===== src/rtl/evid_pkg.sv =====
package evid_pkg;
  typedef enum logic {ST_EMPTY = 1'b0, ST_HUNT = 1'b1} mstate_e;
  localparam int unsigned EVID_W_DEF = 36;
  localparam logic [15:0] IVL_RST_DEF = 16'h07FF;
endpackage


===== src/rtl/evid_rst_sync.sv =====
module evid_rst_sync (
  input  logic clk,
  input  logic rst_n,
  output logic rst_sync_n
);
  logic [1:0] sync_q;
  always_ff @(posedge clk or negedge rst_n) begin
    if (!rst_n) sync_q <= 2'b00;
    else        sync_q <= {sync_q[0], 1'b1};
  end
  assign rst_sync_n = sync_q[1];
endmodule


===== src/rtl/evid_fifo.sv =====
module evid_fifo #(
  parameter int unsigned DEPTH = 8,
  parameter int unsigned DW    = 36,
  localparam int unsigned AW   = (DEPTH > 1) ? $clog2(DEPTH) : 1,
  localparam int unsigned CW   = $clog2(DEPTH + 1)
) (
  input  logic          clk,
  input  logic          rst_n,
  input  logic          push,
  input  logic [DW-1:0] push_data,
  input  logic          pop,
  output logic [DW-1:0] head,
  output logic          empty,
  output logic [CW-1:0] count
);
  logic [DW-1:0] mem [DEPTH];
  logic [AW-1:0] wr_q, wr_d, rd_q, rd_d;
  logic [CW-1:0] cnt_q, cnt_d;
  logic          full, push_ok, pop_ok;

  assign full    = (cnt_q == CW'(DEPTH));
  assign empty   = (cnt_q == '0);
  assign push_ok = push && !full;
  assign pop_ok  = pop && !empty;
  assign head    = mem[rd_q];
  assign count   = cnt_q;

  function automatic logic [AW-1:0] bump(input logic [AW-1:0] p);
    return (p == AW'(DEPTH - 1)) ? '0 : p + 1'b1;
  endfunction

  always_comb begin
    wr_d  = push_ok ? bump(wr_q) : wr_q;
    rd_d  = pop_ok  ? bump(rd_q) : rd_q;
    cnt_d = cnt_q;
    case ({push_ok, pop_ok})
      2'b10:   cnt_d = cnt_q + 1'b1;
      2'b01:   cnt_d = cnt_q - 1'b1;
      default: cnt_d = cnt_q;
    endcase
  end

  always_ff @(posedge clk or negedge rst_n) begin
    if (!rst_n) begin
      wr_q  <= '0;
      rd_q  <= '0;
      cnt_q <= '0;
    end else begin
      wr_q  <= wr_d;
      rd_q  <= rd_d;
      cnt_q <= cnt_d;
    end
  end

  always_ff @(posedge clk) begin
    if (push_ok) mem[wr_q] <= push_data;
  end
endmodule


===== src/rtl/evid_req_timer.sv =====
module evid_req_timer #(
  parameter int unsigned TMR_W  = 16,
  parameter int unsigned RTRY_W = 16
) (
  input  logic              clk,
  input  logic              rst_n,
  input  logic              clr,
  input  logic              fire,
  input  logic              run,
  input  logic [TMR_W-1:0]  ivl,
  output logic              tmr_zero,
  output logic [RTRY_W-1:0] retry
);
  logic [TMR_W-1:0]  tmr_q, tmr_d;
  logic [RTRY_W-1:0] rty_q, rty_d;
  logic              tmr_en, rty_en;

  assign tmr_zero = (tmr_q == '0);

  always_comb begin
    tmr_en = 1'b0;
    tmr_d  = tmr_q;
    if (clr) begin
      tmr_en = 1'b1;
      tmr_d  = '0;
    end else if (fire) begin
      tmr_en = 1'b1;
      tmr_d  = (ivl == '0) ? '0 : ivl - 1'b1;
    end else if (run && !tmr_zero) begin
      tmr_en = 1'b1;
      tmr_d  = tmr_q - 1'b1;
    end
    rty_en = clr || fire;
    rty_d  = clr ? '0 : rty_q + 1'b1;
  end

  always_ff @(posedge clk or negedge rst_n) begin
    if (!rst_n) begin
      tmr_q <= '0;
      rty_q <= '0;
    end else begin
      if (tmr_en) tmr_q <= tmr_d;
      if (rty_en) rty_q <= rty_d;
    end
  end

  assign retry = rty_q;
endmodule


===== src/rtl/evid_chan_track.sv =====
module evid_chan_track #(
  parameter int unsigned NCH   = 4,
  localparam int unsigned CH_W = (NCH > 1) ? $clog2(NCH) : 1
) (
  input  logic            clk,
  input  logic            rst_n,
  input  logic            clr,
  input  logic            hit,
  input  logic [CH_W-1:0] hit_chan,
  input  logic            en_we,
  input  logic [NCH-1:0]  en_d,
  output logic [NCH-1:0]  en,
  output logic [NCH-1:0]  matched,
  output logic            all_done
);
  for (genvar i = 0; i < NCH; i++) begin : g_ch
    logic en_q, mt_q, mt_d, mt_en, sel;
    assign sel = hit && (hit_chan == CH_W'(i));
    always_comb begin
      mt_en = clr || sel;
      mt_d  = !clr;
    end
    always_ff @(posedge clk or negedge rst_n) begin
      if (!rst_n) begin
        en_q <= 1'b1;
        mt_q <= 1'b0;
      end else begin
        if (en_we) en_q <= en_d[i];
        if (mt_en) mt_q <= mt_d;
      end
    end
    assign en[i]      = en_q;
    assign matched[i] = mt_q;
  end

  assign all_done = &(matched | ~en);
endmodule


===== src/rtl/evid_match_ctrl.sv =====
module evid_match_ctrl
  import evid_pkg::*;
#(
  parameter int unsigned NCH        = 4,
  parameter int unsigned ID_W       = EVID_W_DEF,
  parameter int unsigned FIFO_DEPTH = 8,
  parameter int unsigned RQ_W       = 4,
  parameter int unsigned TMR_W      = 16,
  parameter int unsigned RTRY_W     = 16,
  parameter logic [TMR_W-1:0] IVL_RST = TMR_W'(IVL_RST_DEF),
  localparam int unsigned CH_W      = (NCH > 1) ? $clog2(NCH) : 1,
  localparam int unsigned FCNT_W    = $clog2(FIFO_DEPTH + 1)
) (
  input  logic              clk,
  input  logic              rst_n,
  input  logic              trig_valid,
  input  logic [ID_W-1:0]   trig_evid,
  input  logic              cfg_halt_we,
  input  logic              cfg_halt_d,
  input  logic              cfg_ivl_we,
  input  logic [TMR_W-1:0]  cfg_ivl_d,
  input  logic              cfg_en_we,
  input  logic [NCH-1:0]    cfg_en_d,
  input  logic              force_adv,
  input  logic              rsp_valid,
  input  logic [CH_W-1:0]   rsp_chan,
  input  logic [ID_W-1:0]   rsp_evid,
  output logic              req_valid,
  output logic [ID_W-1:0]   req_evid,
  output logic [RQ_W-1:0]   req_rqid,
  output logic              halted,
  output logic [FCNT_W-1:0] fifo_count,
  output logic              cur_valid,
  output logic [ID_W-1:0]   cur_evid,
  output logic [ID_W-1:0]   newest_evid,
  output logic [RQ_W-1:0]   rqid,
  output logic [RTRY_W-1:0] retry_cnt,
  output logic [TMR_W-1:0]  ivl,
  output logic [NCH-1:0]    chan_en,
  output logic [NCH-1:0]    chan_matched
);
  logic             rst_i_n;
  mstate_e          state_q, state_d;
  logic             halt_q;
  logic [TMR_W-1:0] ivl_q;
  logic [ID_W-1:0]  cur_q, new_q;
  logic [RQ_W-1:0]  rqid_q;
  logic [ID_W-1:0]  fifo_head;
  logic             fifo_empty;
  logic             go, done, take, pop, fire, tmr_zero, hit;

  evid_rst_sync i_rst (.clk(clk), .rst_n(rst_n), .rst_sync_n(rst_i_n));

  evid_fifo #(.DEPTH(FIFO_DEPTH), .DW(ID_W)) i_fifo (
    .clk(clk), .rst_n(rst_i_n), .push(trig_valid), .push_data(trig_evid),
    .pop(pop), .head(fifo_head), .empty(fifo_empty), .count(fifo_count)
  );

  evid_req_timer #(.TMR_W(TMR_W), .RTRY_W(RTRY_W)) i_tmr (
    .clk(clk), .rst_n(rst_i_n), .clr(pop), .fire(fire), .run(go),
    .ivl(ivl_q), .tmr_zero(tmr_zero), .retry(retry_cnt)
  );

  evid_chan_track #(.NCH(NCH)) i_trk (
    .clk(clk), .rst_n(rst_i_n), .clr(take), .hit(hit), .hit_chan(rsp_chan),
    .en_we(cfg_en_we), .en_d(cfg_en_d), .en(chan_en),
    .matched(chan_matched), .all_done(done)
  );

  // Control decisions
  always_comb begin
    go   = !halt_q;
    take = ((state_q == ST_EMPTY) && go && !fifo_empty) ||
           ((state_q == ST_HUNT)  && go && done) ||
           (halt_q && force_adv);
    pop  = take && !fifo_empty;
    fire = (state_q == ST_HUNT) && go && !done && tmr_zero;
    hit  = rsp_valid && (state_q == ST_HUNT) && (rsp_evid == cur_q);
  end

  // Next state
  always_comb begin
    state_d = state_q;
    if (take) state_d = fifo_empty ? ST_EMPTY : ST_HUNT;
  end

  // Registers
  always_ff @(posedge clk or negedge rst_i_n) begin
    if (!rst_i_n) begin
      state_q <= ST_EMPTY;
      halt_q  <= 1'b1;
      ivl_q   <= IVL_RST;
      cur_q   <= '0;
      new_q   <= '0;
      rqid_q  <= '0;
    end else begin
      state_q <= state_d;
      if (cfg_halt_we) halt_q <= cfg_halt_d;
      if (cfg_ivl_we)  ivl_q  <= cfg_ivl_d;
      if (trig_valid)  new_q  <= trig_evid;
      if (pop) begin
        cur_q  <= fifo_head;
        rqid_q <= rqid_q + 1'b1;
      end
    end
  end

  assign req_valid   = fire;
  assign req_evid    = cur_q;
  assign req_rqid    = rqid_q;
  assign halted      = halt_q;
  assign cur_valid   = (state_q == ST_HUNT);
  assign cur_evid    = cur_q;
  assign newest_evid = new_q;
  assign rqid        = rqid_q;
  assign ivl         = ivl_q;
endmodule


===== config.mk =====
export PLATFORM = sky130hd
export DESIGN_NAME = evid_match_ctrl
export DESIGN_NICKNAME = d
export VERILOG_FILES = /design/src/rtl/evid_pkg.sv /design/src/rtl/evid_rst_sync.sv /design/src/rtl/evid_fifo.sv /design/src/rtl/evid_req_timer.sv /design/src/rtl/evid_chan_track.sv /design/src/rtl/evid_match_ctrl.sv
export SDC_FILE = /design/constraint.sdc
export NUM_CORES = 1
export LEC_CHECK = 0
export BUFFER_PORTS_ARGS = -buffer_cell sky130_fd_sc_hd__buf_2
export CAP_MARGIN = 20
export CORE_ASPECT_RATIO = 0.5
export CORE_MARGIN = 4
export CORE_UTILIZATION = 57
export DETAILED_ROUTE_END_ITERATION = 12
export GPL_TIMING_DRIVEN = 0
export PLACE_DENSITY = 0.82
export RECOVER_POWER = 25
export SYNTH_ARGS = -nofsm -noshare
export SYNTH_HDL_FRONTEND = slang
export SYNTH_SLANG_ARGS = --single-unit

===== constraint.sdc =====
create_clock -name clk -period 4.9 [get_ports clk]
set_clock_uncertainty 0.15 [all_clocks]
set_input_delay 0.245 -clock clk [delete_from_list [all_inputs] [get_ports clk]]
set_output_delay 0.245 -clock clk [all_outputs]
set_load 0.02 [all_outputs]

### Yosys cells after proc, flatten, opt, wreduce, memory -nomap -nowiden

Memory sizes are Yosys's and may differ from the RTL's. A register that Yosys moved wholly into a read port is not among the register bits.
Cells that the tools add are included.

* bits of input ports: 103
* flip-flop bits (word level): 110
* word-level logic and storage cells: 93
* memories: 1
* bits in writable memories: 288
* output and inout port bits: 163

* add/sub/neg operators: 8
* muxes and demuxes: 14
* bitwise logic cells: 3
* reductions and logical operators: 39
* equality and inequality tests: 9

Memory list
* i_fifo.mem: depth 8, bits a word 36, rd ports 1, clocked after memory_dff 1, write ports 1, RTL line evid_fifo.sv:16 `logic [DW-1:0] mem [DEPTH];`

Operators by type and width (number)
* 2-to-1 mux 16 bit: 5
* == test 36 bit: 1
* zero test 16 bit: 2
* subtractor 16 x 1 -> 16 bit, second input constant: 2
* logical AND 1 bit: 17
* adder 16 x 1 -> 16 bit, second input constant: 1
* adder 4 x 1 -> 4 bit, second input constant: 2
* case mux 4 bit (2 select lines): 1
* zero test 1 bit: 7
* logical OR 1 bit: 7
* adder 3 x 1 -> 3 bit, second input constant: 2
* == test 2 bit, second input constant: 3
* == test 3 bit, second input constant: 2
* 2-to-1 mux 1 bit: 6
* 2-to-1 mux 3 bit: 2
* == test 2 x 1 -> 1 bit, second input constant: 2
* == test 4 bit, second input constant: 1
* zero test 4 bit: 1
* inverter 4 bit: 1
* bitwise OR 4 bit: 1
* AND reduction 4 bit: 1
* subtractor 4 x 1 -> 4 bit, second input constant: 1
* nonzero test 3 bit: 1
* zero test 2 bit: 1
* 3 further kinds: 3

### Depth between registers and ports, before layout

Gate-level depths: netlist of run 1.

* word-level depth: 10
* depth in mapped cells: 12

### Cells and area by module

Synthesis of run 1 repeated with hierarchy kept, for this count alone.

* cells, all modules: 1053
* area total of the unflattened synthesis: 18370.1 µm²

Modules (own cells, without submodules)
* evid_fifo: cells each 485, times used 1, area each 11503.5 µm², sequential area each 8898.5 µm²
* evid_match_ctrl: cells each 301, times used 1, area each 4305.4 µm², sequential area each 2367.3 µm²
* evid_req_timer: cells each 229, times used 1, area each 2103.3 µm², sequential area each 800.8 µm²
* evid_chan_track: cells each 35, times used 1, area each 404.1 µm², sequential area each 205.2 µm²
* evid_rst_sync: cells each 3, times used 1, area each 53.8 µm², sequential area each 50.0 µm²

### Worst setup path after synthesis of run 1

Ideal clock, no wire load.

* kind: flip-flop to flip-flop
* start point: register i_fifo.cnt_q[1] (netlist: i_fifo.count[1])
* end point: memory i_fifo.mem[0][0], enable pin
* period minus slack after synthesis: 5.063 ns
* buffers on the path: 0
* stages on the path, launching flop included: 5
* setup slack: -0.163 ns
* required time: 4.230 ns
* data arrival time: 4.393 ns
* path through: dfrtp_1 nor3_1 nand2_1 nand2_1 nor4_1

* cells in the longest elaborated chain, start to end: 5

RTL lines
* start: declaration: RTL line evid_fifo.sv:18 `logic [CW-1:0] cnt_q, cnt_d;`
* start signal: assignment: RTL line evid_fifo.sv:51 `cnt_q <= cnt_d;`
* == test 4 bit: RTL line evid_fifo.sv:21 `assign full = (cnt_q == CW'(DEPTH));`
* zero test 1 bit: RTL line evid_fifo.sv:23 `assign push_ok = push && !full;`
* logical AND 1 bit: RTL line evid_fifo.sv:23
* 2-to-1 mux 1 bit: RTL line evid_fifo.sv:56 `if (push_ok) mem[wr_q] <= push_data;`
* 2-to-1 mux 1 bit (implied by the code): RTL line evid_fifo.sv:56
* end: declaration: RTL line evid_fifo.sv:16

Every way passes these cells.

### Worst setup path after layout of run 1

* start point: register i_trk.g_ch[1].en_q
* end point: register i_fifo.cnt_q[2] (netlist: i_fifo.count[2])

* cells in the longest elaborated chain, start to end: 10
* elaborated cells on any way between the ends: 12
* those cells by class: 2 x eq/ne; 1 x mux; 2 x bitwise; 7 x reduce/logical

RTL lines
* start: declaration: RTL line evid_chan_track.sv:17 `logic en_q, mt_q, mt_d, mt_en, sel;`
* start signal: assignment: RTL line evid_chan_track.sv:28 `if (en_we) en_q <= en_d[i];`
* inverter 4 bit (*): RTL line evid_chan_track.sv:36 `assign all_done = &(matched | ~en);`
* bitwise OR 4 bit (*): RTL line evid_chan_track.sv:36
* AND reduction 4 bit (*): RTL line evid_chan_track.sv:36
* logical AND 1 bit (*): RTL line evid_match_ctrl.sv:74 `((state_q == ST_HUNT) && go && done) ||`
* logical OR 1 bit (*): RTL line evid_match_ctrl.sv:73 `take = ((state_q == ST_EMPTY) && go && !fifo_empty) ||`
* logical OR 1 bit (*): RTL line evid_match_ctrl.sv:74
* logical AND 1 bit (*): RTL line evid_match_ctrl.sv:76 `pop = take && !fifo_empty;`
* logical AND 1 bit (*): RTL line evid_fifo.sv:24 `assign pop_ok = pop && !empty;`
* named net i_fifo.pop_ok: RTL line evid_fifo.sv:19 `logic full, push_ok, pop_ok;`
* == test 2 x 1 -> 1 bit or == test 2 bit (tied branches): RTL line evid_fifo.sv:36 `case ({push_ok, pop_ok})`
* case mux 4 bit (2 select lines) or nonzero test 2 bit (tied branches)

The timed path passes the listed nets; every way through them passes the cells marked *.
A chain may end at the register's enable or synchronous reset.

==> results of run 1 <==
==> metal layers <==
layer  wire [um]  track usage, %  up-vias
li1            -               -     4990
met1       17200            34.7     6038
met2       24300            47.4      692
met3        4150            5.92      139
met4        1940            10.1        0
met5           0               0        -
==> stage by stage <==
stage	hold WS [ns]	TNS [ns]	power [uW]	utilization, %	cell area, um2
floorplan	-0.201	0	7970	-	18100
global placement	-0.120	-660.64	9250	64.7	19900
detailed placement	-0.118	0	9540	66.0	20300
CTS	0.0684	0	12500	72.0	22200
global route	0.102	0	13100	71.9	22100
finish	0.0894	0	12500	71.9	22100
==> sequential cells by signal, summed over array words and instances, names as in the netlist <==
signal / count
req_rqid: 4
newest_evid: 36
i_fifo.rd_q: 3
i_fifo.wr_q: 3
cur_valid: 1
i_rst.sync_q: 2
i_fifo.count: 4
ivl: 16
i_trk.g_ch.mt_q: 4
i_fifo.mem: 288
halted: 1
i_tmr.tmr_q: 16
i_trk.g_ch.en_q: 4
i_tmr.retry: 16
cur_evid: 36
==> power breakdown <==
part / total [uW] / switching [uW] / internal, uW
Combinational: 4410 / 2540 / 1870
Clock: 2900 / 1330 / 1570
Sequential: 5220 / 593 / 4630
==> final cells by class <==
| class | instances | area, um2 | share of cell area [%] |
|---|---|---|---|
| tap | 423 | 529 | 2.39 |
| clock inverter | 14 | 113 | 0.509 |
| inverter | 12 | 45.0 | 0.203 |
| sequential | 434 | 12300 | 55.7 |
| buffer | 90 | 529 | 2.39 |
| multi-input combinational | 572 | 5250 | 23.7 |
| timing repair buffer | 356 | 2290 | 10.4 |
| clock buffer | 55 | 1060 | 4.77 |
==> what timing repair did <==
action,in CTS,in global routing
hold buffers,67,0
endpoints found under the hold margin,351,0
buffers inserted,0,0
==> worst max-delay path, cell delays in order (launching register included) <==
cell and delay (ns):
dfstp_2 0.40, nor2b_1 0.19, o41ai_4 0.52, nand3_1 0.57
inv_1 0.43, buf_1 0.48, ha_1 0.34, xor2_1 0.10
ha_1 0.19, a21oi_1 0.14, xor2_1 0.17, nor2_1 0.07
xor2_1 0.14
==> synth_stat cells, drive strengths merged (3+ instances only) <==
cell      n  area [um2]
a31oi     6        37.5
mux2i    39         390
inv      12        45.0
and3      4        25.0
nor2     40         150
nand2b    4        25.0
nor3     18        90.1
edfxtp  288        8650
nor4     14         133
buf      60         417
mux2     58         653
dfrtp   130        3250
a41oi     4        35.0
ha       13         163
o21ai    50         250
clkbuf   30         113
a21oi    17        85.1
nand3     9        45.0
or4       4        30.0
nand2    77         289
nand4    15         100
xor2     25         219
dfstp    16         420
or3       8        50.1
nor2b    10        62.6
o22ai     7        43.8
xnor2    36         315
mux4     72        1620
a41o      3        31.3
a31o      3        26.3
nor3b     4        30.0
==> final timing paths <==
| check | start | to | slack, ns | depth (start not counted) |
|---|---|---|---|---|
| setup reg to reg | i_trk.g_ch[1].en_q | i_fifo.count[2] | 0.87 | 12 |
| setup / recovery | i_trk.g_ch[1].en_q | i_fifo.count[2] | 0.87 | 12 |
| min in group asynchronous | i_rst.sync_q[1] | newest_evid[19] | 0.24 | 0 |
| max in group asynchronous | i_rst.sync_q[1] | ivl[2] | 3.23 | 2 |
| hold reg to reg | i_rst.sync_q[0] | i_rst.sync_q[1] | 0.23 | 0 |
| hold / removal | cfg_ivl_we | ivl[8] | 0.09 | 2 |
==> kinds of logic after synthesis <==
kind of cell / count (synthesis) / synth area share (%)
xor gates and xnor gates: 61 / 2.96
muxes: 169 / 14.7
buffers and inverters: 102 / 3.18
other: 1 / 0.0207
adders and majority gates: 13 / 0.900
and+or+nand+nor: 213 / 5.92
AOI/OAI and AO/OA: 115 / 4.12
DFF: 434 / 68.2
==> results.json, run 1 <==
{
  "status": "finished clean",
  "core_um2": 30800,
  "cts_tree": "done",
  "synthArstFlopShare_pct": 33.6,
  "drv_cap": 0,
  "grt_pass1_wl_um": 72600,
  "die_w_um": 260,
  "powerDensity_nw_per_um2": 566,
  "final_cells": 1956,
  "period_needed_ns": 4.03,
  "die_h_um": 134,
  "setup.worst_path.class": "reg2reg",
  "via_per_inst": 6.06,
  "wl_per_cell_um": 24.3,
  "root_buffer": "clkbuf_16",
  "via_count": 11900,
  "ios": 266,
  "drcViolationCount": 0,
  "cp.required_ns": 5.16,
  "slew_headroom_pct": 24.6,
  "synth_warnings": 0,
  "cts.sinks": 434,
  "drtIter0Drc": 1454,
  "final_cell_mix": "edfxtp_1 (288), buf_2 (240), dfrtp_1 (129), nand2_1 (77), clkbuf_1 (77)",
  "finalCritPeriodShare_pct": 82.2,
  "post-place-ws_ns": 0.919,
  "synth_top_flop_cell": "edfxtp_1",
  "leakagePower_uw": 0.00854,
  "grt.overflow.total": 0,
  "port_buffers": 263,
  "ys_types": 61,
  "drv_slew": 0,
  "start_util_pct": 58.7,
  "netlist_area_um2": 18100,
  "fmax_ghz": 0.248,
  "crit_path_start_kind": "flop",
  "hold_viol": 0,
  "drtPass1Iterations": 5,
  "gp_congestion": 0.857,
  "dpl.hpwl_um": 31300,
  "syn_inst": 1108,
  "die-area_um2": 34800,
  "cts_htree_levels": 2,
  "antenna_found_initial": 1,
  "antenna_cells": 0,
  "seq_area_frac_synth_pct": 68.2,
  "drt_wl_total_um": 47500,
  "ant_nets": 0,
  "cts_made_buffers": 38,
  "setup_viol": 0,
  "end_kind": "flop",
  "worstMarginPinSlew_ns": 1.13,
  "crit_fanout": 11,
  "fillers": 1841,
  "cts_buffer_depth": 3,
  "area_delta_synth_final_pct": 22.5,
  "grt_pass1_vias": 12200,
  "dp_cells": 1818,
  "clkLatencyLatePin_ns": 0.55,
  "layout_commonest_cell": "edfxtp_1",
  "hold_class": "in2reg",
  "grt_start_max_net_pins": 59,
  "syn_nets": 1224,
  "cts_resized": 0,
  "grt_setup_unrepaired": "false",
  "syn_avg_cell_area_um2": 16.3,
  "drive_gt1_share_pct": 34.8,
  "ir_drop_v": 0.000289,
  "fin_nets": 1620,
  "clk_pin_slew_ns": 0.07,
  "setup_ws_ns": 0.870,
  "synth_edf_count": 288,
  "yosys_register_bits": 434,
  "rows": 45,
  "grt_util_all_layers_pct": 27.4,
  "cp.arrival_ns": 4.29
}
Note: power is estimated with default switching activity, not from simulation.
==> inputs of run 2 (changes only) <==
--- a/config.mk
+++ b/config.mk
@@ -9,10 +9,10 @@
 export CAP_MARGIN = 20
 export CORE_ASPECT_RATIO = 0.5
 export CORE_MARGIN = 4
-export CORE_UTILIZATION = 57
+export CORE_UTILIZATION = 52
 export DETAILED_ROUTE_END_ITERATION = 12
 export GPL_TIMING_DRIVEN = 0
-export PLACE_DENSITY = 0.82
+export PLACE_DENSITY = 0.79
 export RECOVER_POWER = 25
 export SYNTH_ARGS = -nofsm -noshare
 export SYNTH_HDL_FRONTEND = slang
==> constraint.sdc (replaced) <==
create_clock -name clk -period 3.55 [get_ports clk]
set_clock_uncertainty 0.15 [all_clocks]
set_input_delay 0.1775 -clock clk [delete_from_list [all_inputs] [get_ports clk]]
set_output_delay 0.1775 -clock clk [all_outputs]
set_load 0.02 [all_outputs]
==> run 2 against run 1 <==
Against the previous run: sequential share of layout area is 0.14 points lower; core utilization is 5.9 points lower; critical path depth is 7 lower; count of clock-buffer cells in the layout is 8 lower; highest routed layer unchanged.
==> results.json, run 2 (same netlist as run 1, synthesis figures left out) <==
{
  "power.switching_uw": 6220,
  "grt_setup_unrepaired": "false",
  "placed_cell_area_um2": 20400,
  "r2r_cells": 11,
  "p_comb_share_pct": 35.4,
  "p_int_uw": 11100,
  "worstMarginPinSlew_ns": 1.10,
  "hold_class": "in2reg",
  "hold_ws_ns": 0.0339,
  "setup.worst_path.class": "in2reg",
  "worst-path-buf-inv": 3,
  "port_buffers": 263,
  "finalCritPeriodShare_pct": 93.1,
  "tns_ns": 0,
  "fmax_ghz": 0.303,
  "end_kind": "flop",
  "seqPwrFrac_pct": 41.7,
  "drive_gt1_share_pct": 34.9,
  "cts_tree": "done",
  "final_util_pct": 66.0,
  "wl_per_cell_um": 24.5,
  "rrSetupSlack_ns": 0.37,
  "via_count": 11700,
  "slew_headroom_pct": 26.7,
  "cpPeakStageDelay_ns": 0.88,
  "grt_util_all_layers_pct": 25.4,
  "dpl.hpwl_um": 31900,
  "cts_buffer_depth": 3,
  "grt.overflow.total": 0,
  "p_sw_share_pct": 36.0,
  "cp.required_ns": 3.65,
  "final_cell_mix": "edfxtp_1 (288), buf_2 (239), dfrtp_1 (129), nand2_1 (77), mux4_2 (72)",
  "ir_drop_v": 0.000373,
  "powerDensity_nw_per_um2": 779,
  "die_w_um": 272,
  "cp_cell_sequence": "clkbuf_1 -> clkbuf_1 -> nand3_1 -> nor2_4 -> buf_16",
  "fillers": 2295,
  "finalPower_uw": 17300,
  "final_area_um2": 22200,
  "leakagePower_uw": 0.00853,
  "drtPass1Iterations": 5,
  "ios": 266,
  "period_needed_ns": 3.30,
  "hold_viol": 0,
  "cp.arrival_ns": 3.41,
  "clk_pin_slew_ns": 0.06,
  "dr_wl_met3_um": 3750,
  "drv_cap": 0,
  "die_h_um": 140,
  "setup_viol": 0,
  "holdPathStages": 2,
  "via_per_inst": 5.87,
  "ant_nets": 0,
  "clkLatencyLatePin_ns": 0.54,
  "p_clk_share_pct": 23.0,
  "path_delay_family": "buffers and inverters",
  "path_common_cell": "clkbuf_1",
  "cts_made_buffers": 37,
  "grt_pass1_wl_um": 73900,
  "start_util_pct": 53.7,
  "largest_reg_flops": 288,
  "grt_pass1_vias": 12400,
  "drcViolationCount": 0,
  "cts.sinks": 434,
  "crit_fanout": 21,
  "crit_path_start_kind": "input pin",
  "fin_nets": 1617,
  "antenna_found_initial": 1,
  "top_layer": "met4",
  "cp_slowest_cell": "nor2_4",
  "layout_commonest_cell": "edfxtp_1",
  "rows": 47,
  "met2_length_um": 24900,
  "gp_congestion": 0.849,
  "drt_wl_total_um": 48900,
  "status": "finished clean",
  "path_depth": 5,
  "grt_start_max_net_pins": 68,
  "die-area_um2": 38000,
  "area_delta_synth_final_pct": 22.8,
  "drtIter0Drc": 1211,
  "drv_slew": 0,
  "regMostFlops": "i_fifo.mem",
  "root_buffer": "clkbuf_16",
  "cts_htree_levels": 2,
  "m1WireLength_um": 18200,
  "core_um2": 33600
}
==> run 2: what timing repair did <==
action | CTS | global route
resized for setup | 2 | 0
hold endpoints to repair | 351 | 0
setup buffers | 2 | 0
hold buffers | 67 | 0
setup endpoints to repair | 3 | 0
==> run 2: path summary, 6_finish.rpt <==
kind | startpoint | end
setup / recovery | trig_valid | i_fifo.mem[3][20]
hold / removal | cfg_ivl_we | ivl[6]
setup reg to reg | i_fifo.count[1] | i_fifo.count[2]
hold reg to reg | i_rst.sync_q[1] | newest_evid[20]
max in group asynchronous | i_rst.sync_q[1] | ivl[5]
min in group asynchronous | i_rst.sync_q[1] | newest_evid[20]
==> run 2: layout make-up <==
type | instances | area (um2) | area share, %
diodes | 2 | 5.00 | 0.0226
plain buffers | 89 | 526 | 2.37
clock buffers | 47 | 1000 | 4.53
clock inverters | 21 | 156 | 0.705
inverters | 12 | 48.8 | 0.220
multi-input cells | 572 | 5250 | 23.7
flip-flops and latches | 434 | 12300 | 55.5
well taps | 465 | 582 | 2.62
repair buffers | 355 | 2290 | 10.3
==> run 2: power by group through the flow <==
stage | Clock (uW) | Combinational, uW | Sequential (uW)
6_report | 3970 | 6120 | 7210
5_1_grt | 4230 | 6500 | 7280
4_1_cts | 4000 | 6100 | 7180
3_5_place_dp | 0 | 5940 | 7260
3_3_place_gp | 0 | 5530 | 7260
2_1_floorplan | 0 | 3580 | 7420
==> run 2: metrics by stage <==
step                worst slack [ns]  instances
floorplan                     -0.573       1108
global placement               -3.63       1836
detailed placement            -0.561       1859
CTS                            0.295       1995
global route                   0.131       1996
finish                         0.246       1997
==> run 2: per-layer routing <==
metal / GRT usage [%] / vias to the layer above
met5: 0 / -
met4: 10.5 / 0
met3: 4.61 / 140
met2: 43.9 / 604
met1: 32.1 / 5993
li1: - / 4990
==> run 2: worst reg2reg max path: cells and delay by family (launching register included) <==
family                   cells  cell delay (ns)
AND/OR/NAND/NOR              3             0.96
buffers and inverters        2             0.36
adder cells (fa/ha/maj)      2             0.48
AO/OA/AOI/OAI                1             0.16
XOR/XNOR                     3             0.51
flip-flops                   1             0.46
==> inputs of run 3 (changes only) <==
==> constraint.sdc (replaced) <==
create_clock -name clk -period 3.55 [get_ports clk]
set_clock_uncertainty 0.15 [all_clocks]
set_input_delay 0.71 -clock clk [delete_from_list [all_inputs] [get_ports clk]]
set_output_delay 0.71 -clock clk [all_outputs]
set_load 0.02 [all_outputs]
==> run 3 against run 2 <==
Against the previous run: sequential power decreased by 0.6%; clock power increased by 8.6%; register-to-register slack got worse by 0.03 ns; maximum frequency decreased by 0.70%; global-route usage decreased by 0.87 points; die area unchanged; critical path depth decreased by 1; worst hold slack improved by 0.045 ns; core utilization decreased by 1.5 points; first-iteration DRC count increased by 7.3%; wire length decreased by 5.1%; highest routed layer unchanged.
==> results.json, run 3 (same netlist as run 1, synthesis figures left out) <==
{
  "cts_tree": "done",
  "via_count": 11200,
  "cts_made_buffers": 38,
  "gp_congestion": 0.822,
  "area_delta_synth_final_pct": 20.0,
  "grt_setup_unrepaired": "false",
  "end_kind": "output port",
  "crit_path_start_kind": "flop",
  "die-area_um2": 38000,
  "drtIter0Drc": 1300,
  "die_w_um": 272,
  "hold_ws_ns": 0.0792,
  "slew_headroom_pct": 33.7,
  "dpl.hpwl_um": 31400,
  "grt_pass1_vias": 11800,
  "drv_slew": 0,
  "powerDensity_nw_per_um2": 805,
  "final_area_um2": 21700,
  "start_util_pct": 53.7,
  "cts_htree_levels": 2,
  "die_h_um": 140,
  "placed_cell_area_um2": 20400,
  "ir_drop_v": 0.000394,
  "final_util_pct": 64.5,
  "antenna_found_initial": 2,
  "hold_viol": 0,
  "root_buffer": "clkbuf_16",
  "clk_pin_slew_ns": 0.07,
  "finalPower_uw": 17500,
  "drcViolationCount": 0,
  "cp.required_ns": 2.69,
  "ant_nets": 0,
  "period_needed_ns": 3.33,
  "crit_fanout": 7,
  "via_per_inst": 5.79,
  "grt_pass1_wl_um": 71300,
  "drt_wl_total_um": 46300,
  "grt_util_all_layers_pct": 24.5,
  "hold_class": "reg2async",
  "layout_commonest_cell": "edfxtp_1",
  "worstMarginPinSlew_ns": 0.986,
  "cts_buffer_depth": 3,
  "status": "finished clean",
  "clkLatencyLatePin_ns": 0.54,
  "ios": 266,
  "drive_gt1_share_pct": 36.9,
  "cts.sinks": 434,
  "drv_cap": 0,
  "port_buffers": 263,
  "grt_start_max_net_pins": 69,
  "grt.overflow.total": 0,
  "largest_reg_flops": 288,
  "core_um2": 33600,
  "wl_per_cell_um": 24.0,
  "leakagePower_uw": 0.00833,
  "drtPass1Iterations": 5,
  "cp.arrival_ns": 2.47,
  "setup.worst_path.class": "reg2out",
  "final_cell_mix": "edfxtp_1 (288), buf_2 (239), dfrtp_1 (130), nand2_1 (77), mux4_2 (72)",
  "setup_viol": 0,
  "regMostFlops": "i_fifo.mem",
  "rows": 47,
  "fmax_ghz": 0.301,
  "finalCritPeriodShare_pct": 93.7,
  "fin_nets": 1554
}
==> run 3: cell types whose count changed in the layout (fill, tap and decap cells not counted), sizes merged <==
cell	previous run	this run
dlygate4sd3	67	1
buf	313	315
clkinvlp	3	4
clkinv	17	11
clkbuf	111	115
bufinv	1	4
==> run 3: final cells by class <==
| type | count | area (um2) |
|---|---|---|
| antenna | 2 | 5.00 |
| buffer | 89 | 527 |
| clock buffer | 51 | 1060 |
| clock inverter | 19 | 234 |
| fill | 2320 | 11900 |
| inverter | 12 | 48.8 |
| multi-input combinational | 572 | 5250 |
| sequential | 434 | 12300 |
| tap | 465 | 582 |
| timing repair buffer | 291 | 1660 |
==> run 3: metrics by stage <==
step / setup TNS (ns) / instances / setup WS, ns
3_5_place_dp: -95.53 / 1859 / -0.701
2_1_floorplan: -114.36 / 1108 / -0.931
5_1_grt: 0 / 1935 / 0.127
6_report: 0 / 1935 / 0.223
4_1_cts: 0 / 1929 / 0.00161
3_3_place_gp: -771.33 / 1836 / -4.17
==> run 3: repair_timing <==
action	CTS	global route
buffers inserted	0	3
resized for setup	2	1
hold buffers	1	0
hold endpoints to repair	2	0
setup endpoints to repair	54	3
pin swaps	0	0
==> run 3: report_power, final <==
| group | switching, uW | internal (uW) |
|---|---|---|
| Sequential | 788 | 6380 |
| Clock | 1890 | 2430 |
| Combinational | 3440 | 2550 |
| Total | 6110 | 11400 |
==> run 3: routing by layer <==
layer | vias up | GRT usage (%) | part of all wire [%]
li1 | 4864 | - | -
met1 | 5789 | 32.0 | 39
met2 | 478 | 42.9 | 51
met3 | 78 | 3.92 | 6.7
met4 | 0 | 7.68 | 2.9
met5 | - | 0 | 0
==> run 3: final timing paths <==
| path | startpoint | end | slack [ns] | depth (start not counted) |
|---|---|---|---|---|
| setup / recovery | i_tmr.tmr_q[6] | req_valid | 0.22 | 4 |
| hold / removal | i_rst.sync_q[1] | newest_evid[20] | 0.08 | 0 |
| setup reg to reg | i_fifo.count[1] | i_fifo.count[2] | 0.34 | 11 |
| hold reg to reg | i_rst.sync_q[1] | newest_evid[20] | 0.08 | 0 |
| max in group asynchronous | i_rst.sync_q[1] | halted | 2.00 | 2 |
| min in group clk | cfg_halt_we | halted | 0.18 | 2 |
==> run 3: worst max-delay path: stages (launching register included) <==
cell	delay, ns
dfrtp_1	0.45
nor4_1	0.53
nand4_2	0.22
nor3_1	0.46
buf_2	0.26
